### src/rtl/rs_pkg.sv
package rs_pkg;

    localparam int RS_DEPTH = 8;
    localparam int RS_AW    = 15;
    localparam int RS_NSRC  = 3;

    typedef enum logic [1:0] {
        OP_HOLD = 2'd0,
        OP_PUSH = 2'd1,
        OP_POP  = 2'd2,
        OP_SWAP = 2'd3
    } stk_op_e;

    typedef struct packed {
        logic ack;
        logic clr;
        logic set;
        logic reti;
    } gie_ctl_t;

    function automatic stk_op_e op_decode(input logic push, input logic pop);
        stk_op_e op;
        case ({push, pop})
            2'b10:   op = OP_PUSH;
            2'b01:   op = OP_POP;
            2'b11:   op = OP_SWAP;
            default: op = OP_HOLD;
        endcase
        return op;
    endfunction

    // Acknowledge dominates, then clear, then any setting source.
    function automatic logic gie_update(input gie_ctl_t c, input logic cur);
        logic nxt;
        if (c.ack || c.clr)
            nxt = 1'b0;
        else if (c.set || c.reti)
            nxt = 1'b1;
        else
            nxt = cur;
        return nxt;
    endfunction

endpackage

### src/rtl/rs_store.sv
module rs_store
    import rs_pkg::*;
#(
    parameter int DEPTH = RS_DEPTH,
    parameter int AW    = RS_AW
) (
    input  logic          clk,
    input  logic          rst,
    input  stk_op_e       op,
    input  logic [AW-1:0] wdata,
    output logic [AW-1:0] rdata,
    output logic          full,
    output logic          empty
);

    localparam int PTR_W = (DEPTH > 1) ? $clog2(DEPTH) : 1;
    localparam int CNT_W = $clog2(DEPTH + 1);
    localparam logic [PTR_W-1:0] PTR_LAST = PTR_W'(DEPTH - 1);
    localparam logic [CNT_W-1:0] CNT_FULL = CNT_W'(DEPTH);

    logic [AW-1:0]    mem [DEPTH];
    logic [PTR_W-1:0] ptr;        // next free slot (circular)
    logic [CNT_W-1:0] cnt;        // occupied levels, saturates at DEPTH
    logic [PTR_W-1:0] ptr_inc;
    logic [PTR_W-1:0] ptr_dec;
    logic             do_store;
    logic [PTR_W-1:0] store_idx;

    assign ptr_inc = (ptr == PTR_LAST) ? '0 : ptr + 1'b1;
    assign ptr_dec = (ptr == '0) ? PTR_LAST : ptr - 1'b1;

    assign empty = (cnt == '0);
    assign full  = (cnt == CNT_FULL);
    assign rdata = empty ? '0 : mem[ptr_dec];

    // A swap on an empty stack degenerates into a plain push.
    always_comb begin
        do_store  = 1'b0;
        store_idx = ptr;
        case (op)
            OP_PUSH: do_store = 1'b1;
            OP_SWAP: begin
                do_store  = 1'b1;
                store_idx = empty ? ptr : ptr_dec;
            end
            default: ;
        endcase
    end

    always_ff @(posedge clk) begin
        if (do_store)
            mem[store_idx] <= wdata;
    end

    always_ff @(posedge clk) begin
        if (rst) begin
            ptr <= '0;
            cnt <= '0;
        end else begin
            case (op)
                OP_PUSH: begin
                    ptr <= ptr_inc;
                    if (!full)
                        cnt <= cnt + 1'b1;
                end
                OP_POP: begin
                    if (!empty) begin
                        ptr <= ptr_dec;
                        cnt <= cnt - 1'b1;
                    end
                end
                OP_SWAP: begin
                    if (empty) begin
                        ptr <= ptr_inc;
                        cnt <= cnt + 1'b1;
                    end
                end
                default: ;
            endcase
        end
    end

endmodule

### src/rtl/rs_irq_gate.sv
module rs_irq_gate
    import rs_pkg::*;
#(
    parameter int NSRC = RS_NSRC
) (
    input  logic            clk,
    input  logic            rst,
    input  logic [NSRC-1:0] req,
    input  logic [NSRC-1:0] en,
    input  logic            gie_set,
    input  logic            gie_clr,
    input  logic            reti,
    input  logic            busy,
    input  logic            full,
    output logic [NSRC-1:0] ack,
    output logic [NSRC-1:0] flags,
    output logic            gie
);

    logic [NSRC-1:0] cand;
    logic            allow;
    logic            taken;
    gie_ctl_t        ctl;

    assign cand  = flags & en;
    assign allow = gie && !full && !busy;

    // Fixed priority: lowest index wins.
    always_comb begin
        ack   = '0;
        taken = 1'b0;
        for (int i = 0; i < NSRC; i++) begin
            if (allow && cand[i] && !taken) begin
                ack[i] = 1'b1;
                taken  = 1'b1;
            end
        end
    end

    assign ctl = '{ack: |ack, clr: gie_clr, set: gie_set, reti: reti};

    always_ff @(posedge clk) begin
        if (rst) begin
            flags <= '0;
            gie   <= 1'b0;
        end else begin
            flags <= (flags | req) & ~ack;
            gie   <= gie_update(ctl, gie);
        end
    end

endmodule

### src/rtl/ret_stack_irq.sv
module ret_stack_irq
    import rs_pkg::*;
#(
    parameter int DEPTH = RS_DEPTH,
    parameter int AW    = RS_AW,
    parameter int NSRC  = RS_NSRC
) (
    input  logic            clk,
    input  logic            rst,
    input  logic            call_i,
    input  logic            ret_i,
    input  logic            reti_i,
    input  logic [AW-1:0]   push_addr_i,
    output logic [AW-1:0]   pop_addr_o,
    output logic            full_o,
    output logic            empty_o,
    input  logic [NSRC-1:0] irq_req_i,
    input  logic [NSRC-1:0] irq_en_i,
    input  logic            gie_set_i,
    input  logic            gie_clr_i,
    output logic [NSRC-1:0] irq_ack_o,
    output logic [NSRC-1:0] irq_flag_o,
    output logic            gie_o
);

    logic    busy;
    logic    push;
    logic    pop;
    stk_op_e op;

    assign busy = call_i | ret_i | reti_i;
    assign push = call_i | (|irq_ack_o);
    assign pop  = ret_i | reti_i;
    assign op   = op_decode(push, pop);

    rs_irq_gate #(.NSRC(NSRC)) u_gate (
        .clk     (clk),
        .rst     (rst),
        .req     (irq_req_i),
        .en      (irq_en_i),
        .gie_set (gie_set_i),
        .gie_clr (gie_clr_i),
        .reti    (reti_i),
        .busy    (busy),
        .full    (full_o),
        .ack     (irq_ack_o),
        .flags   (irq_flag_o),
        .gie     (gie_o)
    );

    rs_store #(.DEPTH(DEPTH), .AW(AW)) u_store (
        .clk   (clk),
        .rst   (rst),
        .op    (op),
        .wdata (push_addr_i),
        .rdata (pop_addr_o),
        .full  (full_o),
        .empty (empty_o)
    );

endmodule

### config.mk
export PLATFORM = sky130hd
export DESIGN_NAME = ret_stack_irq
export DESIGN_NICKNAME = d
export VERILOG_FILES = /design/src/rtl/rs_pkg.sv /design/src/rtl/rs_store.sv /design/src/rtl/rs_irq_gate.sv /design/src/rtl/ret_stack_irq.sv
export SDC_FILE = /design/constraint.sdc
export NUM_CORES = 1
export LEC_CHECK = 0
export BUFFER_PORTS_ARGS = -buffer_cell sky130_fd_sc_hd__clkbuf_2
export CAP_MARGIN = 20
export CORE_MARGIN = 1
export CORE_UTILIZATION = 59
export CTS_CLUSTER_SIZE = 24
export DETAILED_ROUTE_END_ITERATION = 8
export HOLD_SLACK_MARGIN = 0.15
export PLACE_DENSITY = 0.86
export SKIP_LAST_GASP = 1
export SLEW_MARGIN = 25
export SYNTH_ARGS = -nofsm -noshare
export SYNTH_HDL_FRONTEND = slang
export SYNTH_HIERARCHICAL = 1
export SYNTH_SLANG_ARGS = --single-unit
### constraint.sdc
create_clock -name clk -period 4.9 [get_ports clk]
set_input_delay 0.98 -clock clk [delete_from_list [all_inputs] [get_ports clk]]
set_output_delay 0.98 -clock clk [all_outputs]
set_load 0.01 [all_outputs]
After elaboration in Yosys (flattened, before gate mapping)
Memories as Yosys holds them, arrays and structs flattened.
Cells that the tools add are included.

cells by class
  equal/unequal tests = 11
  bitwise logic cells = 8
  reductions and logical operators = 21
  $add $sub $neg = 4
  mux-type cells = 19

operator list
  operator                                                            number
  15-bit two-way mux                                                  1
  3-bit two-way mux                                                   5
  4-bit two-way mux                                                   3
  4-bit case mux with 3 select lines                                  1
  3-bit case mux with 3 select lines                                  1
  2-bit == test, second input constant                                4
  1-bit logical AND                                                   7
  1-bit two-way mux                                                   7
  3-bit bitwise AND                                                   2
  2-bit case mux with 3 select lines                                  1
  4-bit by 1-bit adder with 4-bit output, second input constant       1
  2-bit by 1-bit == test with 1-bit output, second input constant     2
  4-bit == test, second input constant                                1
  1-bit zero test                                                     4
  4-bit zero test                                                     1
  2-bit != test, second input constant                                2
  1-bit OR                                                            4
  4-bit AND reduction                                                 1
  2-bit OR reduction                                                  2
  4-bit by 1-bit subtractor with 4-bit output, second input constant  1
  3-bit by 1-bit adder with 3-bit output, second input constant       1
  3-bit == test, second input constant                                1
  3-bit zero test                                                     1
  3-bit inverter                                                      1
  7 further kinds                                                     8

storage, ports and cells
  output and inout port bits = 24
  bits in registers = 11
  memories = 1
  input port bits = 28
  RAM bits = 120
  logic and storage cells = 68

memory list
  memory       depth  width  read ports  clocked after memory_dff  wr ports  line            text
  u_store.mem  8      15     1           0                         1         rs_store.sv:21  logic [AW-1:0] mem [DEPTH];

Longest topological paths before layout
  depth after elaboration = 21
  depth in mapped cells = 13
  gate-level depth less buffers = 12

Cells and area by module
The synthesis kept the hierarchy.

by module, submodules not included
  module         cells an instance  instances  seq. area each (µm²)  area each (µm²)
  rs_store       288                1          3743.6                5386.4
  rs_irq_gate    22                 1          80.1                  209.0
  ret_stack_irq  3                  1          0.0                   20.0

Least setup slack after synthesis
OpenSTA, ideal clock, no wires.

  kind = input port to flip-flop
  from = in call_i
  to = mem u_store/mem[6][0] in the netlist's numbering, enable pin
  library setup time = 386 ps
  setup slack = 970 ps
  stages = 8
  data required time = 4514 ps
  arrival time = 3544 ps
  buffers on the path = 2
  path through = or3_1 > or3b_1 > nor2_1 > or4_1 > clkbuf_1 > clkbuf_1 > o211ai_1 > nor2_1

between the ends
  word-level cells in the longest chain between the ends = 21
  elaborated cells on any way between the ends = 28
  classes of those cells = 5 x eq/ne; 9 x mux; 3 x bitwise; 11 x reduce/logical

ends and longest elaborated chain
  element                                                                           line                 text
  start: declaration                                                                ret_stack_irq.sv:10  input logic call_i,
  1-bit OR * (2 in a row)                                                           ret_stack_irq.sv:31  assign busy = call_i | ret_i | reti_i;
  1-bit zero test *                                                                 rs_irq_gate.sv:26    assign allow = gie && !full && !busy;
  1-bit logical AND *                                                               rs_irq_gate.sv:26
  1-bit logical AND *                                                               rs_irq_gate.sv:33    if (allow && cand[i] && !taken) begin
  1-bit two-way mux *                                                               rs_irq_gate.sv:33
  named net irq_ack_o[0]                                                            ret_stack_irq.sv:21  output logic [NSRC-1:0] irq_ack_o,
  1-bit zero test                                                                   rs_irq_gate.sv:33
  1-bit logical AND                                                                 rs_irq_gate.sv:33
  [... 6 more ...]                                                                  -
  2-bit == test / 2-bit by 1-bit == test with 1-bit output (equally long branches)  rs_pkg.sv:23         case ({push, pop})
  2-bit case mux with 3 select lines *                                              rs_pkg.sv:23
  named net op[0]                                                                   ret_stack_irq.sv:29  stk_op_e op;
  2-bit by 1-bit == test with 1-bit output / 2-bit == test (equally long branches)  rs_store.sv:40       case (op)
  2-bit OR reduction (no line)                                                      -
  1-bit two-way mux                                                                 rs_store.sv:40
  1-bit two-way mux                                                                 rs_store.sv:51       if (do_store)
  1-bit two-way mux (implied by the code)                                           rs_store.sv:52       mem[store_idx] <= wdata;
  end: declaration                                                                  rs_store.sv:21

The timed path passes the listed nets; every way through them passes the cells marked *.

Final worst setup path
  from = reg u_store.ptr[0]
  to = out pop_addr_o[2]

between the ends
  word-level cells in the longest chain between the ends = 4
  elaborated cells on any way between the ends = 5
  classes of those cells = 1 x add/sub; 2 x mux; 1 x reduce/logical; 1 x memory

ends and longest elaborated chain
  element                                                                                line                 text
  start: declaration                                                                     rs_store.sv:22       logic [PTR_W-1:0] ptr;
  start signal: assignment                                                               rs_store.sv:62       ptr <= ptr_inc;
  start signal: assignment                                                               rs_store.sv:68       ptr <= ptr_dec;
  start signal: assignment                                                               rs_store.sv:74       ptr <= ptr_inc;
  3-bit by 1-bit subtractor with 3-bit output / 3-bit zero test (equally long branches)  rs_store.sv:30       assign ptr_dec = (ptr == '0) ? PTR_LAST : ptr - 1'b1;
  3-bit two-way mux *                                                                    rs_store.sv:30
  memory 8 x 15 bit *                                                                    -
  15-bit two-way mux *                                                                   rs_store.sv:34       assign rdata = empty ? '0 : mem[ptr_dec];
  end: declaration                                                                       ret_stack_irq.sv:14  output logic [AW-1:0] pop_addr_o,

Mark *: on every way between the ends. The rest lies on a longest branch, timed or not.

==> summary.txt <==
Die
  – Die Area: a little under 10000 µm²
  – Core footprint: 9240 µm²
  – Initial Util: between 60% and 70%
  – Die Y: between 90 and 100 µm
  – Chip width: 99.6 µm
  – Row cnt: 35
  – I/O pin count: 52

Route
  – Remaining DRCs: 0
  – Vias: 3229
  – TritonRoute pass-1 iters: 6
  – Final WL: between 10000 and 15000 µm
  – WL/cell: around 23 µm
  – ANT nets after route: 0
  – Vias per cell: ~6.2
  – Drt initial violations: roughly 260

STA
  – Crit path time final: around 4.2 ns
  – Final Setup Violations: 0
  – Endpoints failing hold: 0
  – Final worst slack: approximately 0.67 ns
  – Fmax: 236 MHz
  – Worst slew margin: 58.9%
  – Pins Over Slew Limit: 0
  – RSZ-0062 raised after global routing: no
  – Slew @ Worst Pin: between 0.6 and 0.7 ns
  – Crit share post-route: between 80% and 90%
  – Setup TNS: 0 ns
  – Clock skew: 0.00908 ns

Cells and area
  – Commonest non-fill, non-tap cell in the layout: edfxtp_1
  – Share of cells above drive strength 1: around a third
  – Area Growth Syn to Fin: 17.2%
  – Number of diodes: 0
  – Most frequent cells in the layout: 120 x edfxtp_1, 51 x clkbuf_2, 22 x mux4_2
  – Fillers: 555
  – Final nets: 414

Global route
  – Vias in the first global route: approximately 3300
  – Initial antenna violation count: 0
  – Gr usage total: 25.8%
  – Total grt overflow: 0
  – Largest net degree at the start of global routing: 32
  – Global-route wire length before repair: around 18000 µm

Synthesis
  – Synth Register Bits: about 130
  – Mapped Avg Cell Area: between 15 and 20 µm²
  – Seq/Total Area, Yosys: 68.1%
  – Main synth FF type: edfxtp_1
  – Synthesized cell area: around 5600 µm²
  – Distinct cells, synth: about 60
  – Post-synth net total: between 300 and 400
  – Share of synthesized registers carrying an async set or reset: 0%
  – Post-synth EDFFs: 120
  – Synth Warn #: 6
  – Synth Instances: 313

Worst setup path
  – Slowest cell on the critical path: dfxtp_1
  – Critical path type: reg2out
  – Worst path cell trace: inv_1 -> ha_1 -> inv_1 -> buf_4 -> mux4_2 -> a22o_1 -> clkbuf_2
  – Top cell by count, worst path: inv_1
  – Slowest stage delay, CP: 0.53 ns
  – Critical Path End Type: output port
  – CP max FO: 22
  – Worst Path Required: 3.92 ns
  – Critical path startpoint category: flip-flop
  – Crit path DAT: 3.25 ns

CTS
  – H-tree Lvls: 4
  – Post-CTS sizing: 0
  – Worst skew pair latency: 0.52 ns
  – CTS Buf Count: 17
  – Post-CTS Hold Buffers: 0
  – CTS tree: done
  – Clock Path Buffers: 2
  – Post-CTS Setup Inserts: 0
  – Clock transition at path regs: approximately 0.06 ns
  – Clk sink count: roughly 130
  – CTS root buf: clkbuf_8

Outcome
  – Status: finished, final reports clean

Placement
  – RePlAce Congestion: roughly 0.85
  – Pre-CTS setup slack: between 0.9 and 1 ns
  – Dpl hpwl: between 6000 and 7000 µm
  – IO buf count: about 50

Pwr
  – Leak: approximately 0.0024 µW
  – Maximum VDD drop: about 380 µV
  – Power per cell area: about 700 nW/µm²

Min path
  – Hold Path Class: reg2reg

Run
  – Max-cap violations: 0
==> worst max-delay path: cells and delay by family (launching register included) <==
family                   cells  cell delay [ns]
buffers and inverters        4             1.10
flip-flops                   1             0.53
adder cells (fa/ha/maj)      1             0.41
multiplexers                 1             0.40
AO/OA/AOI/OAI                1             0.27
==> layout make-up <==
| cell class | count | area [µm²] | area share (%) |
|---|---|---|---|
| Clock buffer | 18 | 418 | 6.35 |
| Clock inverter | 14 | 144 | 2.19 |
| Inverter | 8 | 30.0 | 0.456 |
| Multi-Input combinational cell | 157 | 1650 | 25.1 |
| Sequential cell | 131 | 3820 | 58.1 |
| Tap cell | 129 | 161 | 2.45 |
| Timing Repair Buffer | 64 | 353 | 5.36 |
==> cells in the mapped netlist, drive strengths merged, types with 2 or more instances <==
cell    instances  share of area [%]
a21oi           4               0.36
edfxtp        120                 64
a22o           15                2.3
o211ai          6               0.80
dfxtp          11                3.9
buf            11                1.6
mux2i           3               0.53
nand2          11               0.91
mux4           30                 13
clkbuf          6               0.42
ha              6                1.3
a211oi          6               0.80
inv             8               0.53
or3             2               0.22
nor3            7               0.62
a311oi          3               0.47
o21ai           3               0.27
nor2           17                1.1
nand2b          5               0.69
or3b            2               0.31
o21bai          2               0.27
and2            3               0.36
a31oi           2               0.22
nand3           5               0.45
==> cell families (layout without fill, tap and decap cells) <==
| logic type | count (synthesis) | count (layout) | synth area share [%] |
|---|---|---|---|
| flops | 131 | 131 | 68.1 |
| simple gates | 60 | 60 | 6.08 |
| compound gates | 54 | 54 | 7.91 |
| mux | 34 | 34 | 13.3 |
| buf+inv | 25 | 104 | 2.61 |
| fa+ha+maj | 7 | 7 | 1.69 |
| xor+xnor | 2 | 2 | 0.312 |
==> power by group <==
group	internal [µW]	switching [µW]	leakage (µW)
registers	1510	142	0.00118
logic	767	990	0.000930
clock network	687	507	0.000267
==> flip-flops by register name, summed over array words and instances (netlist names) <==
signal        flops
u_store/mem     120
u_store/ptr       3
u_gate/flags      3
u_gate/gie        1
u_store/cnt       4
==> stage by stage <==
| stage | cell area [µm²] | utilization, % | power, µW | cells | hold slack, ns |
|---|---|---|---|---|---|
| floorplan | 5620 | - | 2870 | 313 | 0.508 |
| global placement | 6020 | 65.1 | 3340 | 489 | 0.530 |
| detailed placement | 6020 | 65.1 | 3390 | 489 | 0.550 |
| CTS | 6580 | 71.2 | 4640 | 521 | 0.559 |
| finish | 6580 | 71.2 | 4610 | 521 | 0.586 |
| global route | 6580 | 71.2 | 4810 | 521 | 0.578 |
==> layer usage <==
metal	up-vias	routed length [µm]	track usage, %	share of wire (%)
li1	1439	-	-	-
met2	156	6180	42.7	53
met1	1608	4480	31.8	38
met3	26	774	6.75	6.6
met4	0	308	12.7	2.6
met5	-	0	0	0
==> final timing paths <==
| check | startpoint | endpoint | slack (ns) | cells past startpoint |
|---|---|---|---|---|
| setup / recovery | u_store/ptr[0]$_SDFFE_PP0P_ | pop_addr_o[2] | 0.67 | 7 |
| hold / removal | u_gate/flags[2]$_SDFF_PP0_ | u_gate/flags[2]$_SDFF_PP0_ | 0.59 | 2 |
| setup reg to reg | u_store/cnt[0]$_SDFFE_PP0P_ | u_store/cnt[3]$_SDFFE_PP0P_ | 1.11 | 13 |
| hold reg to reg | u_gate/flags[2]$_SDFF_PP0_ | u_gate/flags[2]$_SDFF_PP0_ | 0.59 | 2 |
Note: power is estimated with default switching activity, not from simulation.
